$ cat config.mk
export PLATFORM = sky130hd
export DESIGN_NAME = mpc_regfile
export DESIGN_NICKNAME = d
export VERILOG_FILES = /design/src/rtl/mpc_pkg.sv /design/src/rtl/mpc_cmd_decode.sv /design/src/rtl/mpc_reg_bank.sv /design/src/rtl/mpc_rsp_slot.sv /design/src/rtl/mpc_regfile.sv
export SDC_FILE = /design/constraint.sdc
export NUM_CORES = 2
export LEC_CHECK = 0
export BUFFER_PORTS_ARGS = -buffer_cell sky130_fd_sc_hd__buf_2
export CORE_MARGIN = 3
export CORE_UTILIZATION = 57
export DETAILED_ROUTE_END_ITERATION = 8
export PLACE_DENSITY = 0.83
export SLEW_MARGIN = 10
export SYNTH_ARGS = -nofsm -noshare
export SYNTH_HDL_FRONTEND = slang
export SYNTH_SLANG_ARGS = --single-unit
$ cat constraint.sdc
create_clock -name clk -period 6.8 [get_ports clk]
set_input_delay 1.36 -clock clk [delete_from_list [all_inputs] [get_ports clk]]
set_output_delay 1.36 -clock clk [all_outputs]
set_load 0.01 [all_outputs]
$ cat src/rtl/mpc_pkg.sv
// Package: shared defaults for the multi-port controller register memory.
// Assumes: widths below are the protocol defaults; modules take them as
// parameter defaults and derive everything else locally.
package mpc_pkg;
    localparam int unsigned PORTS_DEF    = 4;
    localparam int unsigned REGS_DEF     = 32;
    localparam int unsigned DATA_W_DEF   = 16;
    localparam int unsigned ID_W_DEF     = 7;
    localparam int unsigned TASK_IDX_DEF = 31;

    // Outcome of one command after decode.
    typedef enum logic [1:0] {
        CMD_IGNORE = 2'd0,
        CMD_ACCEPT = 2'd1,
        CMD_REFUSE = 2'd2
    } cmd_outcome_e;
endpackage

$ cat src/rtl/mpc_cmd_decode.sv
// Module: command decoder.
// Splits channel number and function code into port, register and write
// flag, checks the identifier, and decides accept or refuse from the
// port busy vector and the response slot state. Purely combinational.
// Assumes: at most one command per cycle.
module mpc_cmd_decode
    import mpc_pkg::*;
#(
    parameter int unsigned PORTS    = PORTS_DEF,
    parameter int unsigned REGS     = REGS_DEF,
    parameter int unsigned ID_W     = ID_W_DEF,
    parameter int unsigned TASK_IDX = TASK_IDX_DEF,
    localparam int unsigned PW      = $clog2(PORTS),
    localparam int unsigned RW      = $clog2(REGS),
    localparam int unsigned CHW     = ID_W + PW + 1,
    localparam int unsigned FW      = RW + 1
) (
    input  logic              cmd_valid,
    input  logic [CHW-1:0]    cmd_chan,
    input  logic [FW-1:0]     cmd_func,
    input  logic [ID_W-1:0]   strap_id,
    input  logic [PORTS-1:0]  port_busy,
    input  logic              rsp_blocked,
    output cmd_outcome_e      outcome,
    output logic              is_write,
    output logic [PW-1:0]     port_idx,
    output logic [RW-1:0]     reg_idx,
    output logic [PORTS-1:0]  start_vec
);
    logic id_hit;
    logic refuse;

    // Field extraction; the direction bit cmd_chan[0] is not used.
    always_comb begin
        port_idx = cmd_chan[PW:1];
        reg_idx  = cmd_func[FW-1:1];
        is_write = cmd_func[0];
        id_hit   = cmd_valid && (cmd_chan[CHW-1 -: ID_W] == strap_id);
    end

    // Accept/refuse decision: busy port, or read with response slot held.
    always_comb begin
        refuse = port_busy[port_idx] || (!is_write && rsp_blocked);
        if (!id_hit)
            outcome = CMD_IGNORE;
        else if (refuse)
            outcome = CMD_REFUSE;
        else
            outcome = CMD_ACCEPT;
    end

    // Start request: accepted write to the task register of the port.
    always_comb begin
        start_vec = '0;
        if (outcome == CMD_ACCEPT && is_write && reg_idx == RW'(TASK_IDX))
            start_vec[port_idx] = 1'b1;
    end
endmodule

$ cat src/rtl/mpc_reg_bank.sv
// Module: register storage, one bank of REGS words per port.
// One write port and one combinational read port. Reset clears all words.
// Assumes: the write and read addresses are in range (power-of-two sizes).
module mpc_reg_bank
    import mpc_pkg::*;
#(
    parameter int unsigned PORTS  = PORTS_DEF,
    parameter int unsigned REGS   = REGS_DEF,
    parameter int unsigned DATA_W = DATA_W_DEF,
    localparam int unsigned PW    = $clog2(PORTS),
    localparam int unsigned RW    = $clog2(REGS)
) (
    input  logic              clk,
    input  logic              rst_n,
    input  logic              wr_en,
    input  logic [PW-1:0]     wr_port,
    input  logic [RW-1:0]     wr_reg,
    input  logic [DATA_W-1:0] wr_data,
    input  logic [PW-1:0]     rd_port,
    input  logic [RW-1:0]     rd_reg,
    output logic [DATA_W-1:0] rd_data
);
    logic [DATA_W-1:0] bank_out [PORTS];

    for (genvar g = 0; g < PORTS; g++) begin : g_bank
        logic [DATA_W-1:0] words [REGS];
        logic              sel;

        // Bank select for this port.
        always_comb sel = wr_en && (wr_port == PW'(g));

        // Word storage with synchronous clear.
        always_ff @(posedge clk) begin
            if (!rst_n) begin
                for (int i = 0; i < REGS; i++)
                    words[i] <= '0;
            end else if (sel) begin
                words[wr_reg] <= wr_data;
            end
        end

        // Per-bank read word.
        always_comb bank_out[g] = words[rd_reg];
    end

    // Port mux for the read word.
    always_comb rd_data = bank_out[rd_port];
endmodule

$ cat src/rtl/mpc_rsp_slot.sv
// Module: single read-response holding register.
// Loads on an accepted read and holds until the host signals ready.
// Assumes: load is only asserted when the slot is free or being emptied.
module mpc_rsp_slot
    import mpc_pkg::*;
#(
    parameter int unsigned CHW    = 10,
    parameter int unsigned DATA_W = DATA_W_DEF
) (
    input  logic              clk,
    input  logic              rst_n,
    input  logic              load,
    input  logic [CHW-1:0]    load_chan,
    input  logic [DATA_W-1:0] load_data,
    input  logic              rsp_ready,
    output logic              rsp_valid,
    output logic [CHW-1:0]    rsp_chan,
    output logic [DATA_W-1:0] rsp_data,
    output logic              blocked
);
    // Slot occupancy and payload.
    always_ff @(posedge clk) begin
        if (!rst_n) begin
            rsp_valid <= 1'b0;
            rsp_chan  <= '0;
            rsp_data  <= '0;
        end else if (load) begin
            rsp_valid <= 1'b1;
            rsp_chan  <= load_chan;
            rsp_data  <= load_data;
        end else if (rsp_ready) begin
            rsp_valid <= 1'b0;
        end
    end

    // Slot cannot take a new read this cycle.
    always_comb blocked = rsp_valid && !rsp_ready;
endmodule

$ cat src/rtl/mpc_regfile.sv
// Module: multi-port controller register memory (top).
// Decodes bus commands into register writes and reads, refuses commands
// to busy ports, returns reads through a response slot, and pulses a
// per-port start when the task register is written.
// Assumes: one command per cycle; port_busy comes from the engine.
module mpc_regfile
    import mpc_pkg::*;
#(
    parameter int unsigned PORTS    = PORTS_DEF,
    parameter int unsigned REGS     = REGS_DEF,
    parameter int unsigned DATA_W   = DATA_W_DEF,
    parameter int unsigned ID_W     = ID_W_DEF,
    parameter int unsigned TASK_IDX = TASK_IDX_DEF,
    localparam int unsigned PW      = $clog2(PORTS),
    localparam int unsigned RW      = $clog2(REGS),
    localparam int unsigned CHW     = ID_W + PW + 1,
    localparam int unsigned FW      = RW + 1
) (
    input  logic              clk,
    input  logic              rst_n,
    input  logic [ID_W-1:0]   strap_id,
    input  logic              cmd_valid,
    input  logic [CHW-1:0]    cmd_chan,
    input  logic [FW-1:0]     cmd_func,
    input  logic [DATA_W-1:0] cmd_data,
    input  logic [PORTS-1:0]  port_busy,
    input  logic              rsp_ready,
    output logic              cmd_ack,
    output logic              cmd_nak,
    output logic [PORTS-1:0]  op_start,
    output logic              rsp_valid,
    output logic [CHW-1:0]    rsp_chan,
    output logic [DATA_W-1:0] rsp_data
);
    cmd_outcome_e      outcome;
    logic              is_write;
    logic [PW-1:0]     port_idx;
    logic [RW-1:0]     reg_idx;
    logic [PORTS-1:0]  start_vec;
    logic              rsp_blocked;
    logic              accept_wr;
    logic              accept_rd;
    logic [DATA_W-1:0] rd_word;

    mpc_cmd_decode #(
        .PORTS(PORTS), .REGS(REGS), .ID_W(ID_W), .TASK_IDX(TASK_IDX)
    ) u_dec (
        .cmd_valid  (cmd_valid),
        .cmd_chan   (cmd_chan),
        .cmd_func   (cmd_func),
        .strap_id   (strap_id),
        .port_busy  (port_busy),
        .rsp_blocked(rsp_blocked),
        .outcome    (outcome),
        .is_write   (is_write),
        .port_idx   (port_idx),
        .reg_idx    (reg_idx),
        .start_vec  (start_vec)
    );

    // Accepted write / read strobes.
    always_comb begin
        accept_wr = (outcome == CMD_ACCEPT) && is_write;
        accept_rd = (outcome == CMD_ACCEPT) && !is_write;
    end

    mpc_reg_bank #(
        .PORTS(PORTS), .REGS(REGS), .DATA_W(DATA_W)
    ) u_bank (
        .clk    (clk),
        .rst_n  (rst_n),
        .wr_en  (accept_wr),
        .wr_port(port_idx),
        .wr_reg (reg_idx),
        .wr_data(cmd_data),
        .rd_port(port_idx),
        .rd_reg (reg_idx),
        .rd_data(rd_word)
    );

    mpc_rsp_slot #(
        .CHW(CHW), .DATA_W(DATA_W)
    ) u_rsp (
        .clk      (clk),
        .rst_n    (rst_n),
        .load     (accept_rd),
        .load_chan(cmd_chan),
        .load_data(rd_word),
        .rsp_ready(rsp_ready),
        .rsp_valid(rsp_valid),
        .rsp_chan (rsp_chan),
        .rsp_data (rsp_data),
        .blocked  (rsp_blocked)
    );

    // Registered handshake and start pulses, one cycle after the command.
    always_ff @(posedge clk) begin
        if (!rst_n) begin
            cmd_ack  <= 1'b0;
            cmd_nak  <= 1'b0;
            op_start <= '0;
        end else begin
            cmd_ack  <= (outcome == CMD_ACCEPT);
            cmd_nak  <= (outcome == CMD_REFUSE);
            op_start <= start_vec;
        end
    end
endmodule

Word level (Yosys, flattened, before mapping)
Memories as Yosys holds them, arrays and structs flattened.
Index checks and enable logic that the tools add are counted.
{ "classes": {"shifts": 0, "n_reduce_logical": 21, "n_div": 0, "eq_ne": 7, "n_mux": 36, "order_cmp": 3, "add_sub_neg": 0, "bitwise_logic": 1, "mul": 0} }
{ "ops": {"columns": ["operator", "count"], "rows": [
  ["$mux 16", 6],
  ["$reduce_or 16->1", 4],
  ["$bmux 16 s2", 1],
  ["$mux 1", 21],
  ["$mux 5", 4],
  ["$logic_and 1x1->1", 11],
  ["$eq 7x7->1", 1],
  ["$eq 2x2->1 const B", 3],
  ["$eq 5x5->1 const B", 1],
  ["$eq 2x1->1 const B", 2],
  ["$mux 2", 2],
  ["$ge 3x3->1 const B", 1],
  ["$lt 2x3->1 const B", 1],
  ["$not 2->3", 1],
  ["$bmux 1 s2", 1],
  ["$demux 1 s2", 1],
  ["$ge 2x1->1 const B", 1],
  ["$logic_not 1->1", 2],
  ["$logic_not 2->1", 1],
  ["$reduce_and 2->1", 1],
  ["$reduce_bool 2->1", 1],
  ["$logic_or 1x1->1", 1]
]} }
{ "totals": {"elab_cells": 78, "ff_bits": 33, "ramBits": 2048, "memories": 4, "mem_bits_ro": 0, "latchBits": 0, "input_bits": 47} }
{ "memory_table": {"columns": ["name", "depth", "width", "rd", "rd_clocked_by_memory_dff", "write_ports", "line", "text"], "rows": [
  ["u_bank.g_bank[0].words", 32, 16, 1, 0, 32, "mpc_reg_bank.sv:26", "logic [DATA_W-1:0] words [REGS];"],
  ["u_bank.g_bank[1].words", 32, 16, 1, 0, 32, "mpc_reg_bank.sv:26", null],
  ["u_bank.g_bank[2].words", 32, 16, 1, 0, 32, "mpc_reg_bank.sv:26", null],
  ["u_bank.g_bank[3].words", 32, 16, 1, 0, 32, "mpc_reg_bank.sv:26", null]
]} }

Depth between registers and ports, before layout
{ "depth": {"ltp_word": 14, "mapped_depth": 12} }

Hierarchy
A second synthesis with hierarchy kept.
{ "hier_totals": {"cells_unflattened": 5771, "hier_area_um2": 94649.5} }
{ "modules_own_cells": {"columns": ["module", "n_inst", "cells_per_inst", "seq_area_each_um2", "area_per_inst_um2"], "rows": [
  ["mpc_reg_bank", 1, 5635, 61499.0, 93131.8],
  ["mpc_rsp_slot", 1, 86, 540.5, 1036.0],
  ["mpc_cmd_decode", 1, 36, 0.0, 297.8],
  ["mpc_regfile", 1, 14, 120.1, 183.9]
]} }

Least setup slack after synthesis
OpenSTA, ideal clock, no wires.
{ "synth_timing": {"path_kind": "input port to flip-flop", "start": "in cmd_chan[5]", "end": "mem u_bank.g_bank[2].words[19][0] in the netlist's numbering, enable pin", "required_ns": 6.389, "t_arrival_ns": 4.463, "path_stages": 9, "path_slack_ns": 1.926, "path_cell_list": "xor2_1 > or4_4 > nor4_4 > and4_1 > buf_6 > nand2_8 > buf_6 > clkbuf_1 > o21ai_0"} }
{ "synth_lines": {"columns": ["item", "line", "text"], "rows": [
  ["from (decl)", "mpc_regfile.sv:23", "input logic [CHW-1:0] cmd_chan,"],
  ["to (decl)", "mpc_reg_bank.sv:26", null]
]} }

Final worst setup path
{ "layout_timing": {"start": "in cmd_func[1]", "end": "reg u_rsp.rsp_data[3]"} }
{ "layout_between": {"elab_chain_len": 4, "elab_cells_between_ends": 7, "cone_classes": "3 x mux; 4 x memory"} }
{ "layout_rtl": {"columns": ["item", "line", "text"], "rows": [
  ["from (decl)", "mpc_regfile.sv:24", "input logic [FW-1:0] cmd_func,"],
  ["$mem_v2 32x16", null, null],
  ["$bmux 16 s2 (*)", "mpc_reg_bank.sv:47", "always_comb rd_data = bank_out[rd_port];"],
  ["$mux 16 (implied by the code) (*) (2 in a row)", "mpc_reg_bank.sv:47", null],
  ["to (signal assigned)", "mpc_rsp_slot.sv:30", "rsp_data <= load_data;"],
  ["to (decl)", "mpc_rsp_slot.sv:18", "output logic [DATA_W-1:0] rsp_data,"]
]} }
Every way passes the cells marked *; elsewhere a longest branch is shown, timed or not. The select of a mux whose other input is x is not followed.
A chain may end at the register's enable or synchronous reset.

==> out/summary.json <==
{
  "outcome": {
    "status": "complete, no violations"
  },
  "critical_path": {
    "timing_worst_setup_path_type": "in2reg",
    "data_arrival_time_of_the_critical_path_ns": 5.40,
    "worst_path_largest_cell_delay_ns": 1.17,
    "worst_path_most_repeated_cell": "sky130_fd_sc_hd__nor4_1",
    "worstPathBufferInverterCount": 3,
    "req_time_crit_path_ns": 7.57,
    "cp_top_family": "buffers and inverters",
    "slowest_stage": "sky130_fd_sc_hd__mux2i_1",
    "timing.critical_path.from_type": "input pin",
    "crit_chain": "buf_8 > buf_12 > mux2i_1 > o22ai_1 > nor4_1 > nand2_1 > nor2_1 > nor4_1 > buf_4 > a21o_1",
    "maximum_fanout_encountered_on_the_critical_timing_path": 68,
    "cp-end-kind": "flip-flop"
  },
  "die": {
    "start_util": 0.578,
    "die_x_microns": 416,
    "ios": 80,
    "dieHeight_microns": 416,
    "fp.dieArea_sq_um": 173000,
    "core_area_sq_um": 166000,
    "fp-row-count": 149
  },
  "sta": {
    "rsz0062_at_grt": "false",
    "max_slew_headroom_at_the_worst_pin": 0.0453,
    "final_total_negative_setup_slack_ns": 0,
    "post-route-worst-setup-slack_ns": 2.17,
    "finalSetupViolCount": 0,
    "final-hold-violation-count": 0,
    "clock-skew-final_ns": 0.0767,
    "final.period_utilization": 0.682,
    "final_period_minus_worst_setup_slack_ns": 4.63,
    "achievable-frequency_mhz": 216,
    "worst_pin_slew_ns": 1.39,
    "number_of_max_slew_violations_in_the_final_report": 0
  },
  "pwr": {
    "power_density_nw_per_um2": 263,
    "power.static_leakage_nw": 37.6,
    "internal_power_w": 0.0211,
    "p_sw_w": 0.00643,
    "p_sw_frac": 0.234,
    "total_power_w": 0.0275,
    "ir_worst_vdd_mv": 0.293,
    "sequentialPowerShare": 0.540,
    "clockPowerShare": 0.388,
    "share_comb_of_total_power": 0.072
  },
  "cells_and_area": {
    "layout.cell_area.non_filler_sq_um": 105000,
    "post_layout_net_count": 6535,
    "ratio_of_cells_with_drive_above_1_in_the_final_layout": 0.154,
    "area.growth.synth_to_final_pct": 8.97,
    "utilization": 0.629
  },
  "detailed_routing": {
    "post_drt_wl_per_cell_microns": 31.5,
    "vias_per_cell": 6.63,
    "detailedRoute.firstPassIterationCount": 9,
    "first_drt_iteration_drcs": 10700,
    "vias": 58800,
    "drtAntennaViolNets": 0,
    "wl_mm": 279,
    "number_of_drc_violations_after_detailed_routing": 0
  },
  "clocking": {
    "cts-buffers-inserted": 201,
    "post_cts_hold_buffer_count": 0,
    "cts_h_tree_depth": 4,
    "clockBufferDepth": 3,
    "cts-root-buf": "sky130_fd_sc_hd__clkbuf_16",
    "clkTransAtPathRegs_ns": 0.06,
    "cts_resized": 0,
    "postCtsSetupRepairBufs": 0,
    "clkLatencyLatePin_ns": 0.88,
    "cts_num_sinks": 2081,
    "clock_tree_from_tritoncts": "done"
  },
  "global_route": {
    "maximum_number_of_pins_on_one_net_before_global_route_repair": 90,
    "grt_pass1_vias": 56600,
    "grt_pass1_wl_mm": 400,
    "antenna_found_initial": 36,
    "globalRoute.totalOverflow": 0,
    "grt_resource_usage_total": 0.321
  },
  "placement": {
    "detailed_place.area_sq_um": 98400,
    "gp_routability_congestion": 1.02,
    "numPortBuffers": 79,
    "hpwl_after_detailed_placement_mm": 173,
    "dp_worst_setup_slack_ns": 1.64
  },
  "logic_synthesis": {
    "asr_flop_ratio_synth": 0,
    "syn-mean-instance-area_sq_um": 14.6,
    "synthesis.yosys.warnings": 0,
    "synth.top_cells.by_area": "sky130_fd_sc_hd__edfxtp_1 (64%), sky130_fd_sc_hd__and2_1 (13%), sky130_fd_sc_hd__mux2i_1 (5.9%)",
    "syn-cell-area_sq_um": 95900,
    "netlist_instances": 6551,
    "post-synth-top-count-cell": "sky130_fd_sc_hd__and2_1",
    "yosysSeqAreaShare": 0.648,
    "synth.cells.most_frequent": "sky130_fd_sc_hd__and2_1 (2,052), sky130_fd_sc_hd__edfxtp_1 (2,048), sky130_fd_sc_hd__mux2i_1 (563)",
    "synth_top_area_share": 0.641,
    "syn-num-nets": 6598,
    "synth.distinct_cells": 67,
    "synth_flop_cell": "sky130_fd_sc_hd__edfxtp_1",
    "synth_seq_cells": 2081,
    "synth_edf_count": 2048,
    "synthDominantAreaCellType": "sky130_fd_sc_hd__edfxtp_1"
  },
  "hold_path": {
    "hold_path_class": "reg2reg"
  },
  "run": {
    "cap_viol_max_count": 0
  }
}
-- cells by family after synthesis --
logic type | after synthesis | share of synthesized area
simple gates | 2467 | 0.167
compound gates | 580 | 0.0384
mux | 802 | 0.115
buf+inv | 614 | 0.0316
flops | 2081 | 0.648
xor+xnor | 7 | 0.000639
-- power groups by stage --
stage                     clock, W  combinational (W)  sequential (W)
final                       0.0107            0.00199          0.0149
after global routing        0.0112            0.00202          0.0149
after CTS                   0.0107            0.00191          0.0148
after detailed placement         0            0.00190          0.0151
after global placement           0            0.00187          0.0151
after floorplan                  0            0.00109          0.0151
-- sequential cells by signal, indices dropped and copies added, names as in the netlist --
signal	flops
cmd_ack	1
cmd_nak	1
op_start	4
u_bank.g_bank.words	2048
u_rsp.rsp_chan	10
u_rsp.rsp_data	16
u_rsp.rsp_valid	1
-- metal layers --
layer | up-vias | global-route usage | part of all wire
met1 | 29000 | 0.405 | 0.33
met5 | - | 0.00139 | 0.00044
met2 | 4768 | 0.472 | 0.44
met4 | 20 | 0.197 | 0.076
li1 | 23900 | - | -
met3 | 1091 | 0.120 | 0.15
-- cell usage in the layout (no fill, tap or decap), types with 6 or more instances in the layout --
| cell type | count |
|---|---|
| sky130_fd_sc_hd__o21ai_2 | 15 |
| sky130_fd_sc_hd__bufinv_16 | 8 |
| sky130_fd_sc_hd__and2_1 | 2052 |
| sky130_fd_sc_hd__inv_6 | 6 |
| sky130_fd_sc_hd__a31oi_1 | 7 |
| sky130_fd_sc_hd__nor4_1 | 32 |
| sky130_fd_sc_hd__nand4_1 | 21 |
| sky130_fd_sc_hd__nand2_1 | 89 |
| sky130_fd_sc_hd__o22ai_1 | 217 |
| sky130_fd_sc_hd__xor2_1 | 6 |
| sky130_fd_sc_hd__clkinv_2 | 36 |
| sky130_fd_sc_hd__dfxtp_1 | 33 |
| sky130_fd_sc_hd__nand3_1 | 9 |
| sky130_fd_sc_hd__or4_1 | 7 |
| sky130_fd_sc_hd__a21oi_1 | 35 |
| sky130_fd_sc_hd__buf_4 | 273 |
| sky130_fd_sc_hd__nand4b_1 | 8 |
| sky130_fd_sc_hd__nor2_1 | 49 |
| sky130_fd_sc_hd__o21ai_0 | 31 |
| sky130_fd_sc_hd__buf_2 | 60 |
| sky130_fd_sc_hd__clkinv_1 | 47 |
| sky130_fd_sc_hd__a211oi_1 | 7 |
| sky130_fd_sc_hd__o221ai_1 | 31 |
| sky130_fd_sc_hd__nor3_1 | 30 |
| sky130_fd_sc_hd__a22oi_1 | 78 |
| sky130_fd_sc_hd__buf_12 | 9 |
| sky130_fd_sc_hd__nor2_2 | 20 |
| sky130_fd_sc_hd__o21ai_1 | 114 |
| sky130_fd_sc_hd__clkbuf_1 | 54 |
| sky130_fd_sc_hd__nor2_8 | 29 |
| sky130_fd_sc_hd__edfxtp_1 | 2048 |
| sky130_fd_sc_hd__clkbuf_16 | 203 |
| sky130_fd_sc_hd__nor2_4 | 81 |
| sky130_fd_sc_hd__diode_2 | 17 |
| sky130_fd_sc_hd__mux4_2 | 238 |
| sky130_fd_sc_hd__o2111ai_1 | 8 |
| sky130_fd_sc_hd__mux2i_1 | 563 |
-- final cells by class --
type | instances | area, sq um
diodes | 17 | 42.5
clock buffers | 259 | 5310
clock inverters | 111 | 851
fillers | 11200 | 61500
inverters | 4 | 15.0
multi-input cells | 3856 | 30900
flip-flops and latches | 2081 | 62200
well taps | 2189 | 2740
repair buffers | 344 | 2560
-- per-stage QoR --
stage | instances | hold slack (ns)
2_1_floorplan | 6551 | 0.462
3_3_place_gp | 8474 | 0.436
3_5_place_dp | 8474 | 0.441
4_1_cts | 8844 | 0.449
5_1_grt | 8845 | 0.466
6_report | 8861 | 0.447
-- worst paths after layout --
check                           depth (start not counted)  slack, ns                            from                                          to
worst max-delay path                                   10       2.17                     cmd_func[1]              u_rsp.rsp_data[3]$_SDFFE_PN0P_
worst min-delay path                                    2       0.45  u_rsp.rsp_chan[9]$_SDFFE_PN0P_              u_rsp.rsp_chan[9]$_SDFFE_PN0P_
worst max register to register                          8       3.13    u_rsp.rsp_valid$_SDFFE_PN0P_  u_bank.g_bank[2].words[7][3]$_SDFFCE_PN0P_
worst min register to register                          2       0.45  u_rsp.rsp_chan[9]$_SDFFE_PN0P_              u_rsp.rsp_chan[9]$_SDFFE_PN0P_
-- worst min-delay path: stages, from the launching register on --
cell and delay [ns]:
sky130_fd_sc_hd__dfxtp_1 0.30, sky130_fd_sc_hd__nand2_1 0.05, sky130_fd_sc_hd__a21oi_1 0.05
Power figures use the tool's default switching activity.
